$ cat config.mk
export PLATFORM = sky130hd
export DESIGN_NAME = asid_tlb
export DESIGN_NICKNAME = d
export VERILOG_FILES = /design/src/rtl/asid_tlb_pkg.sv /design/src/rtl/asid_tlb_entries.sv /design/src/rtl/asid_tlb_victim.sv /design/src/rtl/asid_tlb.sv
export SDC_FILE = /design/constraint.sdc
export NUM_CORES = 1
export LEC_CHECK = 0
export CAP_MARGIN = 20
export CORE_UTILIZATION = 61
export DETAILED_ROUTE_END_ITERATION = 8
export PLACE_DENSITY = 0.81
export SLEW_MARGIN = 20
export SYNTH_ARGS = -nofsm -noshare
export SYNTH_HDL_FRONTEND = slang
export SYNTH_SLANG_ARGS = --single-unit
$ cat constraint.sdc
create_clock -name clk -period 3.2 [get_ports clk]
set_clock_uncertainty 0.05 [all_clocks]
set_input_delay 0.64 -clock clk [delete_from_list [all_inputs] [get_ports clk]]
set_output_delay 0.64 -clock clk [all_outputs]
set_load 0.02 [all_outputs]
$ cat src/rtl/asid_tlb_pkg.sv
package asid_tlb_pkg;

  typedef enum logic [1:0] {
    ACC_READ  = 2'd0,
    ACC_WRITE = 2'd1,
    ACC_FETCH = 2'd2,
    ACC_ALT   = 2'd3
  } acc_kind_e;

  localparam int PERM_W  = 3;
  localparam int PERM_RD = 0;
  localparam int PERM_WR = 1;
  localparam int PERM_EX = 2;

  // Permission check for one access kind; reserved kind behaves as a read.
  function automatic logic perm_allows(logic [PERM_W-1:0] perm, logic [1:0] kind);
    case (acc_kind_e'(kind))
      ACC_WRITE: return perm[PERM_WR];
      ACC_FETCH: return perm[PERM_EX];
      default:   return perm[PERM_RD];
    endcase
  endfunction

endpackage

$ cat src/rtl/asid_tlb_entries.sv
module asid_tlb_entries #(
  parameter int ENTRIES = 8,
  parameter int VPN_W   = 20,
  parameter int ASID_W  = 8,
  parameter int PFN_W   = 20,
  parameter int PRM_W   = 3,
  parameter int IDX_W   = $clog2(ENTRIES)
) (
  input  logic               clk,
  input  logic               rst_n,
  input  logic               wr_en,
  input  logic [IDX_W-1:0]   wr_idx,
  input  logic [VPN_W-1:0]   wr_vpn,
  input  logic [ASID_W-1:0]  wr_asid,
  input  logic [PFN_W-1:0]   wr_pfn,
  input  logic [PRM_W-1:0]   wr_perm,
  input  logic               clr_all,
  input  logic               clr_asid_en,
  input  logic [ASID_W-1:0]  clr_asid,
  input  logic [VPN_W-1:0]   lk_vpn,
  input  logic [ASID_W-1:0]  lk_asid,
  output logic [ENTRIES-1:0] lk_match,
  output logic [ENTRIES-1:0] wr_match,
  output logic [ENTRIES-1:0] valid_vec,
  output logic [PFN_W-1:0]   lk_pfn,
  output logic [PRM_W-1:0]   lk_perm
);

  logic [VPN_W-1:0]  vpn_q  [ENTRIES];
  logic [ASID_W-1:0] asid_q [ENTRIES];
  logic [PFN_W-1:0]  pfn_q  [ENTRIES];
  logic [PRM_W-1:0]  perm_q [ENTRIES];

  for (genvar i = 0; i < ENTRIES; i++) begin : g_ent
    logic clr_e;
    logic wr_e;
    assign clr_e = clr_all | (clr_asid_en & (asid_q[i] == clr_asid));
    assign wr_e  = wr_en & (wr_idx == IDX_W'(i));

    always_ff @(posedge clk or negedge rst_n) begin
      if (!rst_n) begin
        valid_vec[i] <= 1'b0;
        vpn_q[i]     <= '0;
        asid_q[i]    <= '0;
        pfn_q[i]     <= '0;
        perm_q[i]    <= '0;
      end else if (clr_e) begin
        valid_vec[i] <= 1'b0;
      end else if (wr_e) begin
        valid_vec[i] <= 1'b1;
        vpn_q[i]     <= wr_vpn;
        asid_q[i]    <= wr_asid;
        pfn_q[i]     <= wr_pfn;
        perm_q[i]    <= wr_perm;
      end
    end

    assign lk_match[i] = valid_vec[i] & (vpn_q[i] == lk_vpn) & (asid_q[i] == lk_asid);
    assign wr_match[i] = valid_vec[i] & (vpn_q[i] == wr_vpn) & (asid_q[i] == wr_asid);

    // an entry owned by the flushed identifier is empty afterwards
    assert_asid_flush_clears_R8: assert property (@(posedge clk) disable iff (!rst_n)
      (clr_asid_en && valid_vec[i] && asid_q[i] == clr_asid) |=> !valid_vec[i]);
  end

  always_comb begin
    lk_pfn  = '0;
    lk_perm = '0;
    for (int i = 0; i < ENTRIES; i++) begin
      if (lk_match[i]) begin
        lk_pfn  = lk_pfn  | pfn_q[i];
        lk_perm = lk_perm | perm_q[i];
      end
    end
  end

  assert_single_match_R11: assert property (@(posedge clk) disable iff (!rst_n)
    $onehot0(lk_match) && $onehot0(wr_match));

  assert_flush_all_empty_R7: assert property (@(posedge clk) disable iff (!rst_n)
    clr_all |=> (valid_vec == '0));

endmodule

$ cat src/rtl/asid_tlb_victim.sv
module asid_tlb_victim #(
  parameter int ENTRIES = 8,
  parameter int IDX_W   = $clog2(ENTRIES)
) (
  input  logic               clk,
  input  logic               rst_n,
  input  logic [ENTRIES-1:0] valid_vec,
  input  logic [ENTRIES-1:0] tag_match,
  input  logic               commit,
  output logic [IDX_W-1:0]   victim_idx
);

  localparam logic [IDX_W-1:0] LAST = IDX_W'(ENTRIES - 1);

  logic [IDX_W-1:0] rr_q;
  logic             any_match;
  logic             all_full;
  logic             replace;

  assign any_match = |tag_match;
  assign all_full  = &valid_vec;
  assign replace   = commit & ~any_match & all_full;

  always_comb begin
    victim_idx = rr_q;
    if (any_match) begin
      for (int i = 0; i < ENTRIES; i++)
        if (tag_match[i]) victim_idx = IDX_W'(i);
    end else begin
      for (int i = ENTRIES - 1; i >= 0; i--)
        if (!valid_vec[i]) victim_idx = IDX_W'(i);
    end
  end

  always_ff @(posedge clk or negedge rst_n) begin
    if (!rst_n)       rr_q <= '0;
    else if (replace) rr_q <= (rr_q == LAST) ? '0 : rr_q + 1'b1;
  end

  assert_fill_uses_empty_R6: assert property (@(posedge clk) disable iff (!rst_n)
    (commit && !any_match && !all_full) |-> !valid_vec[victim_idx]);

  assert_fill_reuses_tag_R11: assert property (@(posedge clk) disable iff (!rst_n)
    (commit && any_match) |-> tag_match[victim_idx]);

endmodule

$ cat src/rtl/asid_tlb.sv
module asid_tlb
  import asid_tlb_pkg::*;
#(
  parameter int ENTRIES = 8,
  parameter int OFF_W   = 12,
  parameter int VPN_W   = 20,
  parameter int PFN_W   = 20,
  parameter int ASID_W  = 8
) (
  input  logic                   clk,
  input  logic                   rst_n,
  input  logic                   lk_valid,
  input  logic [VPN_W+OFF_W-1:0] lk_vaddr,
  input  logic [ASID_W-1:0]      lk_asid,
  input  logic [1:0]             lk_kind,
  input  logic                   fill_valid,
  input  logic [VPN_W-1:0]       fill_vpn,
  input  logic [ASID_W-1:0]      fill_asid,
  input  logic [PFN_W-1:0]       fill_pfn,
  input  logic [PERM_W-1:0]      fill_perm,
  input  logic                   flush_all,
  input  logic                   flush_asid_en,
  input  logic [ASID_W-1:0]      flush_asid,
  output logic                   rsp_valid,
  output logic                   rsp_hit,
  output logic                   rsp_fault,
  output logic [PFN_W+OFF_W-1:0] rsp_paddr
);

  localparam int VA_W  = VPN_W + OFF_W;
  localparam int PA_W  = PFN_W + OFF_W;
  localparam int IDX_W = $clog2(ENTRIES);

  function automatic logic [PA_W-1:0] join_paddr(logic [PFN_W-1:0] pfn, logic [OFF_W-1:0] off);
    return {pfn, off};
  endfunction

  logic [ENTRIES-1:0] lk_match, wr_match, valid_vec;
  logic [PFN_W-1:0]   hit_pfn;
  logic [PERM_W-1:0]  hit_perm;
  logic [IDX_W-1:0]   victim_idx;
  logic               flush_any, fill_commit, lk_hit_w, lk_fault_w;

  assign flush_any   = flush_all | flush_asid_en;
  assign fill_commit = fill_valid & ~flush_any;

  asid_tlb_entries #(
    .ENTRIES(ENTRIES), .VPN_W(VPN_W), .ASID_W(ASID_W), .PFN_W(PFN_W),
    .PRM_W(PERM_W), .IDX_W(IDX_W)
  ) u_entries (
    .clk(clk), .rst_n(rst_n),
    .wr_en(fill_commit), .wr_idx(victim_idx), .wr_vpn(fill_vpn),
    .wr_asid(fill_asid), .wr_pfn(fill_pfn), .wr_perm(fill_perm),
    .clr_all(flush_all), .clr_asid_en(flush_asid_en), .clr_asid(flush_asid),
    .lk_vpn(lk_vaddr[VA_W-1:OFF_W]), .lk_asid(lk_asid),
    .lk_match(lk_match), .wr_match(wr_match), .valid_vec(valid_vec),
    .lk_pfn(hit_pfn), .lk_perm(hit_perm)
  );

  asid_tlb_victim #(.ENTRIES(ENTRIES), .IDX_W(IDX_W)) u_victim (
    .clk(clk), .rst_n(rst_n), .valid_vec(valid_vec), .tag_match(wr_match),
    .commit(fill_commit), .victim_idx(victim_idx)
  );

  assign lk_hit_w   = |lk_match;
  assign lk_fault_w = lk_hit_w & ~perm_allows(hit_perm, lk_kind);

  always_ff @(posedge clk or negedge rst_n) begin
    if (!rst_n) begin
      rsp_valid <= 1'b0;
      rsp_hit   <= 1'b0;
      rsp_fault <= 1'b0;
      rsp_paddr <= '0;
    end else begin
      rsp_valid <= lk_valid;
      rsp_hit   <= lk_valid & lk_hit_w;
      rsp_fault <= lk_valid & lk_fault_w;
      rsp_paddr <= (lk_valid && lk_hit_w && !lk_fault_w)
                   ? join_paddr(hit_pfn, lk_vaddr[OFF_W-1:0]) : '0;
    end
  end

  assert_rsp_follows_req_R2: assert property (@(posedge clk) disable iff (!rst_n)
    lk_valid |=> rsp_valid);

  assert_no_spurious_rsp_R2: assert property (@(posedge clk) disable iff (!rst_n)
    !lk_valid |=> (!rsp_valid && !rsp_hit && !rsp_fault && rsp_paddr == '0));

  assert_fault_needs_hit_R5: assert property (@(posedge clk) disable iff (!rst_n)
    rsp_fault |-> (rsp_hit && rsp_paddr == '0));

  assert_offset_passes_R4: assert property (@(posedge clk) disable iff (!rst_n)
    (lk_valid && lk_hit_w && !lk_fault_w) |=> (rsp_paddr[OFF_W-1:0] == $past(lk_vaddr[OFF_W-1:0])));

  assert_flush_beats_fill_R9: assert property (@(posedge clk) disable iff (!rst_n)
    (flush_all && fill_valid) |=> (valid_vec == '0));

endmodule

## Yosys cells after proc, flatten, opt, wreduce, memory -nomap -nowiden

Index checks and enable logic that the tools add are counted.

- $add $sub $neg: 1
- Equality and inequality tests: 50
- Multiplexer cells: 52
- Bitwise gates (word level): 88
- Reductions and logical operators: 23

Operator list:

| operator | number |
|---|---|
| equality test 20 bit | 16 |
| equality test 8 bit | 24 |
| 2-to-1 mux 20 bit | 8 |
| OR 20 bit | 7 |
| 2-to-1 mux 3 bit | 26 |
| AND 1 bit | 54 |
| 2-to-1 mux 32 bit | 1 |
| OR 3 bit | 7 |
| 2-to-1 mux 1 bit | 16 |
| AND reduction 2 bit | 8 |
| nonzero test 2 bit | 8 |
| OR reduction 8 bit | 2 |
| equality test 3 bit, second input constant | 5 |
| inverter 1 bit | 11 |
| OR 1 bit | 9 |
| AND reduction 8 bit | 1 |
| equality test 3 x 2 -> 1 bit, second input constant | 2 |
| adder 3 x 1 -> 3 bit, second input constant | 1 |
| equality test 3 x 1 -> 1 bit, second input constant | 1 |
| zero test 3 bit | 1 |
| equality test 2 x 1 -> 1 bit, second input constant | 1 |
| equality test 2 bit, second input constant | 1 |
| logical AND 1 bit | 2 |
| case mux 1 bit (2 select lines) | 1 |
| zero test 1 bit | 1 |

- Logic and storage cells: 259
- Bits in registers: 454
- Output and inout bits: 35

## Logic depth before layout (Yosys ltp)

Gate-level depths: netlist of the first run.

- Depth in word-level cells: 24
- Gate-level depth with buffers: 13

## Modules after synthesis

From an unflattened synthesis of the first run, not the netlist that was laid out.

- Cell total of the unflattened synthesis: 2287
- Area total of the unflattened synthesis: 26137.6 µm²

Modules (own cells, without submodules):

| module | cells each | area an instance (µm²) | instances | seq. area each (µm²) |
|---|---|---|---|---|
| asid_tlb_entries | 2168 | 24569.8 | 1 | 10410.0 |
| asid_tlb | 83 | 1239.9 | 1 | 875.8 |
| asid_tlb_victim | 36 | 327.8 | 1 | 75.1 |

## Worst setup path before layout of the first run

No wires, ideal clock.

- Path type: input-to-reg
- Start: input port fill_vpn[9]
- End: register u_entries.perm_q[17] (netlist bit)
- Data required time: 3025 ps
- Stages: 13
- Setup slack: -18 ps
- Data arrival time: 3043 ps
- Path buffers: 4
- Cell sequence: buf_2 > clkbuf_1 > xnor2_1 > nand4_1 > nor4_1 > nand4_1 > o311ai_1 > a31oi_1 > nor3b_1 > nor2b_1 > buf_2 > buf_4 > mux2_2

- Longest elaborated chain between the ends: 15

Ends and longest elaborated chain:

| element | line | text |
|---|---|---|
| from (decl) | asid_tlb.sv:17 | `input logic [VPN_W-1:0] fill_vpn,` |
| equality test 20 bit | asid_tlb_entries.sv:59 | `assign wr_match[i] = valid_vec[i] & (vpn_q[i] == wr_vpn) & (asid_q[i] == wr_asid);` |
| AND 1 bit (2 in a row) | asid_tlb_entries.sv:59 |  |
| 2-to-1 mux 3 bit (8 in a row) | asid_tlb_victim.sv:28 | `if (tag_match[i]) victim_idx = IDX_W'(i);` |
| 2-to-1 mux 3 bit (*) | asid_tlb_victim.sv:26 | `if (any_match) begin` |
| equality test 3 x 2 -> 1 bit (*) | asid_tlb_entries.sv:38 | `assign wr_e = wr_en & (wr_idx == IDX_W'(i));` |
| AND 1 bit (*) | asid_tlb_entries.sv:38 |  |
| AND reduction 2 bit (no source line) (*) | - |  |
| to (signal, indexed assignment) | asid_tlb_entries.sv:54 | `perm_q[i] <= wr_perm;` |
| to (decl) | asid_tlb_entries.sv:32 | `logic [PRM_W-1:0] perm_q [ENTRIES];` |

Mark *: on every way between the ends. The rest lies on a longest branch, timed or not.
A chain may end at the register's enable or synchronous reset.

## Worst setup path in the final report of the first run

- Start: input port lk_vaddr[14]
- End: register rsp_paddr[20]

- Longest elaborated chain between the ends: 24

Ends and longest elaborated chain:

| element | line | text |
|---|---|---|
| from (decl) | asid_tlb.sv:13 | `input logic [VPN_W+OFF_W-1:0] lk_vaddr,` |
| equality test 20 bit | asid_tlb_entries.sv:58 | `assign lk_match[i] = valid_vec[i] & (vpn_q[i] == lk_vpn) & (asid_q[i] == lk_asid);` |
| AND 1 bit (2 in a row) | asid_tlb_entries.sv:58 |  |
| 2-to-1 mux 3 bit | asid_tlb_entries.sv:70 | `if (lk_match[i]) begin` |
| OR 3 bit | asid_tlb_entries.sv:72 | `lk_perm = lk_perm \| perm_q[i];` |
| 2-to-1 mux 3 bit | asid_tlb_entries.sv:70 |  |
| OR 3 bit | asid_tlb_entries.sv:72 |  |
| 2-to-1 mux 3 bit | asid_tlb_entries.sv:70 |  |
| OR 3 bit | asid_tlb_entries.sv:72 |  |
| (+7 left out) | - |  |
| OR 3 bit | asid_tlb_entries.sv:72 |  |
| 2-to-1 mux 3 bit | asid_tlb_entries.sv:70 |  |
| case mux 1 bit (2 select lines) | asid_tlb_pkg.sv:17 | `case (acc_kind_e'(kind))` |
| inverter 1 bit | asid_tlb.sv:66 | `assign lk_fault_w = lk_hit_w & ~perm_allows(hit_perm, lk_kind);` |
| AND 1 bit | asid_tlb.sv:66 |  |
| zero test 1 bit | asid_tlb.sv:78 | `rsp_paddr <= (lk_valid && lk_hit_w && !lk_fault_w)` |
| logical AND 1 bit | asid_tlb.sv:78 |  |
| 2-to-1 mux 32 bit (*) | asid_tlb.sv:79 | `? join_paddr(hit_pfn, lk_vaddr[OFF_W-1:0]) : '0;` |
| to (signal assigned) | asid_tlb.sv:78 |  |
| to (decl) | asid_tlb.sv:27 | `output logic [PFN_W+OFF_W-1:0] rsp_paddr` |

Marks and branches as above.

==> metrics, run 1 <==
fin cells 3187; crit path cell chain clkdlybuf4s50_1 > buf_12 > xor2_1 > nor4_2 > buf_4 > nand4_1 > nor4_2 > buf_4 > a22o_1 > a221oi_2 > a31oi_1 > o211ai_1 > buf_4 > buf_4 > buf_6 > a31oi_1; WL per Instance 36.44 um; compound-gate portion of the synthesized area 0.04439; total power 15.90 mW; most common cell after layout, fill and taps aside dfrtp_1; asr flop ratio synth 1.000; worst setup margin -1387 ps; initial antenna violation count 7; min cycle time layout 4587 ps; Routed Antenna Nets 0; Avg Inst Size Synth 12.10 um^2; Syn Inst Count 2023; largest family of logic cells by synthesized area multiplexers; FP Rows 73; worst reg2reg path depth 14; final core occ 0.8894; Critical Path Max Stage Delay 790 ps; H-tree level count 2; CTS clk-pin slew, worst paths 70 ps; mux cell area share after synthesis 0.1961; number of remaining DRC errors 91; Initial Util 0.6173; Vias/cell 7.244; Worst Tran Pin Value 1302 ps; cell area power density 451.1 nW/um^2; largest net degree at the start of global routing 106; Synth cell types 54; die width 202.3 um; Leak 17.13 nW; Multi-input gate area 13910 um^2; CP Data Required Time 3630 ps; post-synthesis adder-cell area fraction 0.002045; crit path DAT 5020 ps; Worst R2R Start u_entries.vpn_q[122]; Max IR drop VDD 494.2 uV; failing checks DRC, setup timing; top cells by area, synth dfrtp_1, mux2_2, xor2_1; Max Freq 218.0 MHz; Synth Area in XOR/XNOR 0.1804; CP dominant cell by count buf_4; master of the slowest instance on the critical path xor2_1; Buffers on Ports 141; Placed Area 29670 um^2; placed insts 2943; Worst Path Class, Setup in2reg; period utilization 1.433; share of the synthesized area in the top cell type 0.4643; io pins 142; CTS Root Cell clkbuf_16; CP endpoint kind flop; RSZ-0062 raised after global routing true; Num CTS Buffers 48; drt pass-1 iters 9; placer congestion estimate 1.037; Layout area overhead 44.09%; Total Nets Final 2731; sequential cell area 11360 um^2; CTS tree yes; max-cap viol count 0; Ys Warns 0; number of synthesized flops with an enable pin 0; share of cells above drive strength 1 0.4349; Slew HR 0.1279; FF-to-FF End rsp_paddr[20]; Die ar. 40920 um^2; flop2flop setup slack -1190 ps; simple-gate share of the synthesized area 0.07614; drt total wl 116100 um; first-pass GRT wire length 134300 um; Cell Area, Synth 24470 um^2; hold_ws 65.42 ps; post-synthesis sequential area ratio 0.4643; Clk Latency, worst-skew pair 640 ps; most frequent cells in the layout dfrtp_1, buf_4, xor2_1; final hold violations 0; Hold Path Class in2async; Final Instance Area 35260 um^2; Die Y 202.3 um; clk buf depth 3; status complete, but fails checks; Slew Viols, Final 0; post-synthesis sequential element count 454; final setup violation count 449; Synth Flop Type dfrtp_1; core area 39640 um^2; First DRT Iteration DRCs 3853; Net Count, Synth 2134; Layout fillers 1521; clock sinks 454; vias 23090; total grt overflow 0; startpoint types input port; detailed placement HPWL 60050 um; Synth area leader dfrtp_1; vias in the first global route 21260; gr usage total 0.4476; CP Max Fanout 11
[power breakdown]
group	leakage, nW	total (mW)	switching, mW	internal [mW]
clock	0.836	6.20	2.65	3.55
sequential	6.15	6.52	0.394	6.12
combinational	10.1	3.18	1.65	1.53
total	17.1	15.9	4.69	11.2
[flip-flops by register name (all words and copies together) (netlist names)]
| register | count |
|---|---|
| rsp_fault | 1 |
| rsp_hit | 1 |
| rsp_paddr | 32 |
| rsp_valid | 1 |
| u_entries.asid_q | 64 |
| u_entries.perm_q | 24 |
| u_entries.pfn_q | 160 |
| u_entries.valid_vec | 8 |
| u_entries.vpn_q | 160 |
| u_victim.rr_q | 3 |
[critical path, delay by kind of cell]
kind                      cells  cell delay [ps]
AOI/OAI and AO/OA             5             1700
xor gates and xnor gates      1              790
buffers and inverters         7             1540
and+or+nand+nor               3              290
[per-layer routing]
metal	vias up	part of all wire	GRT usage
li1	8373	-	-
met1	11190	0.32	0.5708
met2	2499	0.41	0.6940
met3	1011	0.16	0.1090
met4	9	0.10	0.2656
met5	-	0.0021	0
[final cells by class]
| cell class | count | area share |
|---|---|---|
| inverters | 27 | 0.002875 |
| multi-input cells | 1387 | 0.3944 |
| clock buffers | 64 | 0.03833 |
| diodes | 4 | 0.0002839 |
| repair buffers | 702 | 0.2137 |
| flip-flops and latches | 454 | 0.3223 |
| clock inverters | 24 | 0.009405 |
| well taps | 525 | 0.01863 |
[through the flow]
step,setup slack [ps],setup TNS (ps)
2_1_floorplan,0.6670,0
3_3_place_gp,-1385,-496860
3_5_place_dp,-1338,-482520
4_1_cts,-202.5,-47930
5_1_grt,-1337,-342400
6_report,-1387,-351720
[worst max path at each step]
stage	end	start	cells after the start	slack [ps]
6_report	rsp_paddr[20]	lk_vaddr[14]	16	-1390
5_1_grt	rsp_paddr[20]	lk_vaddr[14]	16	-1340
4_1_cts	u_entries.asid_q[46]	u_entries.vpn_q[150]	14	-200
3_5_place_dp	u_entries.vpn_q[111]	fill_asid[3]	13	-1340
3_3_place_gp	u_entries.vpn_q[103]	fill_asid[3]	13	-1380
2_1_floorplan	u_entries.perm_q[17]	fill_vpn[1]	13	0.7
[kinds of logic (layout without fill, tap and decap cells)]
kind of cell,Yosys count,after routing
buffers and inverters,184,817
AOI/OAI and AO/OA,140,140
muxes,410,410
xor gates and xnor gates,504,504
other,0,4
and+or+nand+nor,327,329
DFF,454,454
adders and majority gates,4,4
[cells in the mapped netlist, drive strengths merged (2+ instances only)]
library cell,instances
a21boi,2
mux2,408
a21o,2
a31o,2
a22o,21
nor2b,5
nand3,33
or2,4
nor3,24
nand4,92
a22oi,43
o21ai,7
nor2,18
nor4,84
xnor2,235
and2,2
nand3b,2
ha,4
nand2,35
clkbuf,63
nor4b,2
a221oi,22
buf,94
nand2b,15
o31ai,4
dfrtp,454
mux2i,2
a222oi,3
nor3b,4
a31oi,25
or3,2
inv,27
xor2,269
[timing repair]
item	in CTS	in global routing
gates resized for setup	191	282
setup buffers	46	68
hold buffers	0	0
pin swaps	30	53
gates cloned	17	31
endpoints found under the setup margin	419	446
(Power assumes the default switching activity.)
==> run 2: changes to the inputs <==
--- a/config.mk
+++ b/config.mk
@@ -7,9 +7,11 @@
 export LEC_CHECK = 0
 export CAP_MARGIN = 20
 export CORE_UTILIZATION = 61
+export CTS_CLUSTER_SIZE = 16
 export DETAILED_ROUTE_END_ITERATION = 8
 export PLACE_DENSITY = 0.81
 export SLEW_MARGIN = 20
 export SYNTH_ARGS = -nofsm -noshare
 export SYNTH_HDL_FRONTEND = slang
+export SYNTH_HIERARCHICAL = 1
 export SYNTH_SLANG_ARGS = --single-unit
==> metrics, run 2 <==
status complete, but fails checks; failing checks DRC, setup timing; startpoint types input port; Leak 17.42 nW; clk buf depth 3; Ys Warns 6; fin cells 3553; Clk Latency, worst-skew pair 650 ps; biggest regs u_entries/pfn_q x160, u_entries/vpn_q x160, u_entries/asid_q x64; placer congestion estimate 1.081; vias in the first global route 25080; Slew HR 0.4856; flop2flop setup slack -790 ps; CTS tree yes; most frequent cells in the layout buf_4, dfrtp_1, mux2_2; Layout fillers 1986; crit path cell chain clkdlybuf4s50_1 > buf_6 > buf_12 > xor2_1 > nor4_1 > nand3_1 > nor4_4 > buf_4 > nor4_4 > nand3_1 > a211oi_2 > a211o_1 > nand2b_4 > nor3b_4 > nor2b_4 > buf_12 > buf_16 > mux2_2; Fin Setup TNS -293700 ps; Synth Area in XOR/XNOR 0.1716; Critical Path Max Stage Delay 430 ps; clock sinks 454; drt total wl 122800 um; Max IR drop VDD 432.8 uV; master of the slowest instance on the critical path nor4_1; total power 15.42 mW; period utilization 1.257; CTS clk-pin slew, worst paths 60 ps; Vias/cell 7.171; simple-gate share of the synthesized area 0.1313; final core occ 0.8744; number of remaining DRC errors 1; most frequent cell after synthesis dfrtp_1; core area 42130 um^2; Multi-input gate area 14920 um^2; CP delay by family, top simple AND/OR/NAND/NOR gates; sequential cell area 11360 um^2; post-synthesis sequential area ratio 0.4347; Syn Inst Count 2287; crit path DAT 4480 ps; Initial Util 0.6203; RSZ-0062 raised after global routing true; Num CTS Buffers 50; First DRT Iteration DRCs 4309; final setup violation count 448; gr usage total 0.5329; share of cells above drive strength 1 0.4418; Routed Antenna Nets 0; Net Count, Synth 2398; share of the synthesized area in the top cell type 0.4347; largest family of logic cells by synthesized area multiplexers; Avg Inst Size Synth 11.43 um^2; Layout area overhead 40.96%; max-cap viol count 0; detailed placement HPWL 75520 um; top cells by area, synth dfrtp_1, mux2_2, xnor2_1; initial antenna violation count 10; total grt overflow 0; worst setup margin -821.2 ps; cell area power density 418.4 nW/um^2; die width 209 um; Max Freq 248.7 MHz; Total Nets Final 3081; post-synthesis sequential element count 454; vias 25480; Buffers on Ports 141; CP endpoint kind flop; hold_ws 433.7 ps; Cell Area, Synth 26140 um^2; dpl ws -1697 ps; Final Instance Area 36840 um^2; first-pass GRT wire length 168400 um; post-synthesis adder-cell area fraction 0.001915; Worst Tran Pin Value 765.2 ps; WL per Instance 34.56 um; Slew Viols, Final 0; Synth Flop Type dfrtp_1; Die ar. 43680 um^2; CP Data Required Time 3660 ps; Placed Area 32670 um^2; number of synthesized flops with an enable pin 0; FP Rows 75; mux cell area share after synthesis 0.1770; io pins 142; H-tree level count 2; min cycle time layout 4021 ps; most common cell after layout, fill and taps aside buf_4; placed insts 3374; Die Y 209 um; CTS Root Cell clkbuf_16; CP Max Fanout 9; asr flop ratio synth 1.000; top cells by count, synth dfrtp_1, mux2_2, xnor2_1; Synth area leader dfrtp_1; largest net degree at the start of global routing 83; final hold violations 0; Hold Path Class in2reg; Worst Path Class, Setup in2reg; compound-gate portion of the synthesized area 0.03921; Synth cell types 45; WP buf/inv 6; drt pass-1 iters 9
==> run 2: cell count changes in the layout (fill, tap and decap cells not counted), moves of 31 or more <==
cell	change
a22oi_1	-43
a32oi_1	+92
and2_1	+39
and3_1	+91
buf_4	+204
mux2_1	-31
mux2_2	+156
mux2_4	-123
nand3_1	+79
nor4_1	+73
xnor2_1	+77
xor2_1	-75
==> run 2: routing by layer <==
| layer | GRT usage | share of wire |
|---|---|---|
| met1 | 0.6217 | 0.32 |
| met2 | 0.8166 | 0.42 |
| met3 | 0.1506 | 0.14 |
| met5 | 0 | 0.00078 |
| met4 | 0.4495 | 0.12 |
==> run 2: final cells by class <==
| class | instances | area share |
|---|---|---|
| Inverter | 6 | 0.0006113 |
| Sequential cell | 454 | 0.3084 |
| Clock inverter | 27 | 0.01060 |
| Clock buffer | 63 | 0.03773 |
| Tap cell | 539 | 0.01830 |
| Multi-Input combinational cell | 1605 | 0.4050 |
| Timing Repair Buffer | 853 | 0.2190 |
| Antenna cell | 6 | 0.0004075 |
==> run 2: power by group <==
part | switching, mW | internal, mW
Combinational | 1.53 | 1.29
Sequential | 0.192 | 5.97
Clock | 2.69 | 3.74
==> run 2: path summary, 6_finish.rpt <==
path                                       from                    to  depth (start not counted)
setup / recovery                   fill_vpn[12]  u_entries/vpn_q[101]                         18
hold / removal                         lk_valid             rsp_valid                          1
setup reg to reg           u_entries/vpn_q[117]  u_entries/vpn_q[101]                         15
hold reg to reg            u_entries/pfn_q[133]  u_entries/pfn_q[133]                          1
max in group asynchronous                 rst_n   u_entries/pfn_q[36]                          3
min in group asynchronous                 rst_n   u_entries/pfn_q[23]                          2
==> run 2: repair_timing <==
action                                 4_1_cts  5_1_grt
hold buffers                                 1        0
setup endpoints to repair                  448      448
setup buffers                               60        8
gates resized for setup                    226       55
endpoints found under the hold margin       12        0
pin swaps                                   16       15
cloned                                      17        6
==> run 2: cells by family after synthesis <==
kind of cell | Yosys count
muxes | 411
DFF | 454
and+or+nand+nor | 561
AOI/OAI and AO/OA | 117
adders and majority gates | 4
buffers and inverters | 228
xor gates and xnor gates | 512
==> run 2: worst register-to-register path, delay by kind of cell, from the launching register on <==
kind | cells | cell delay, ps
buffers and inverters | 4 | 670
AO/OA/AOI/OAI | 3 | 670
AND/OR/NAND/NOR | 6 | 1510
multiplexers | 1 | 380
flip-flops | 1 | 420
XOR/XNOR | 1 | 180
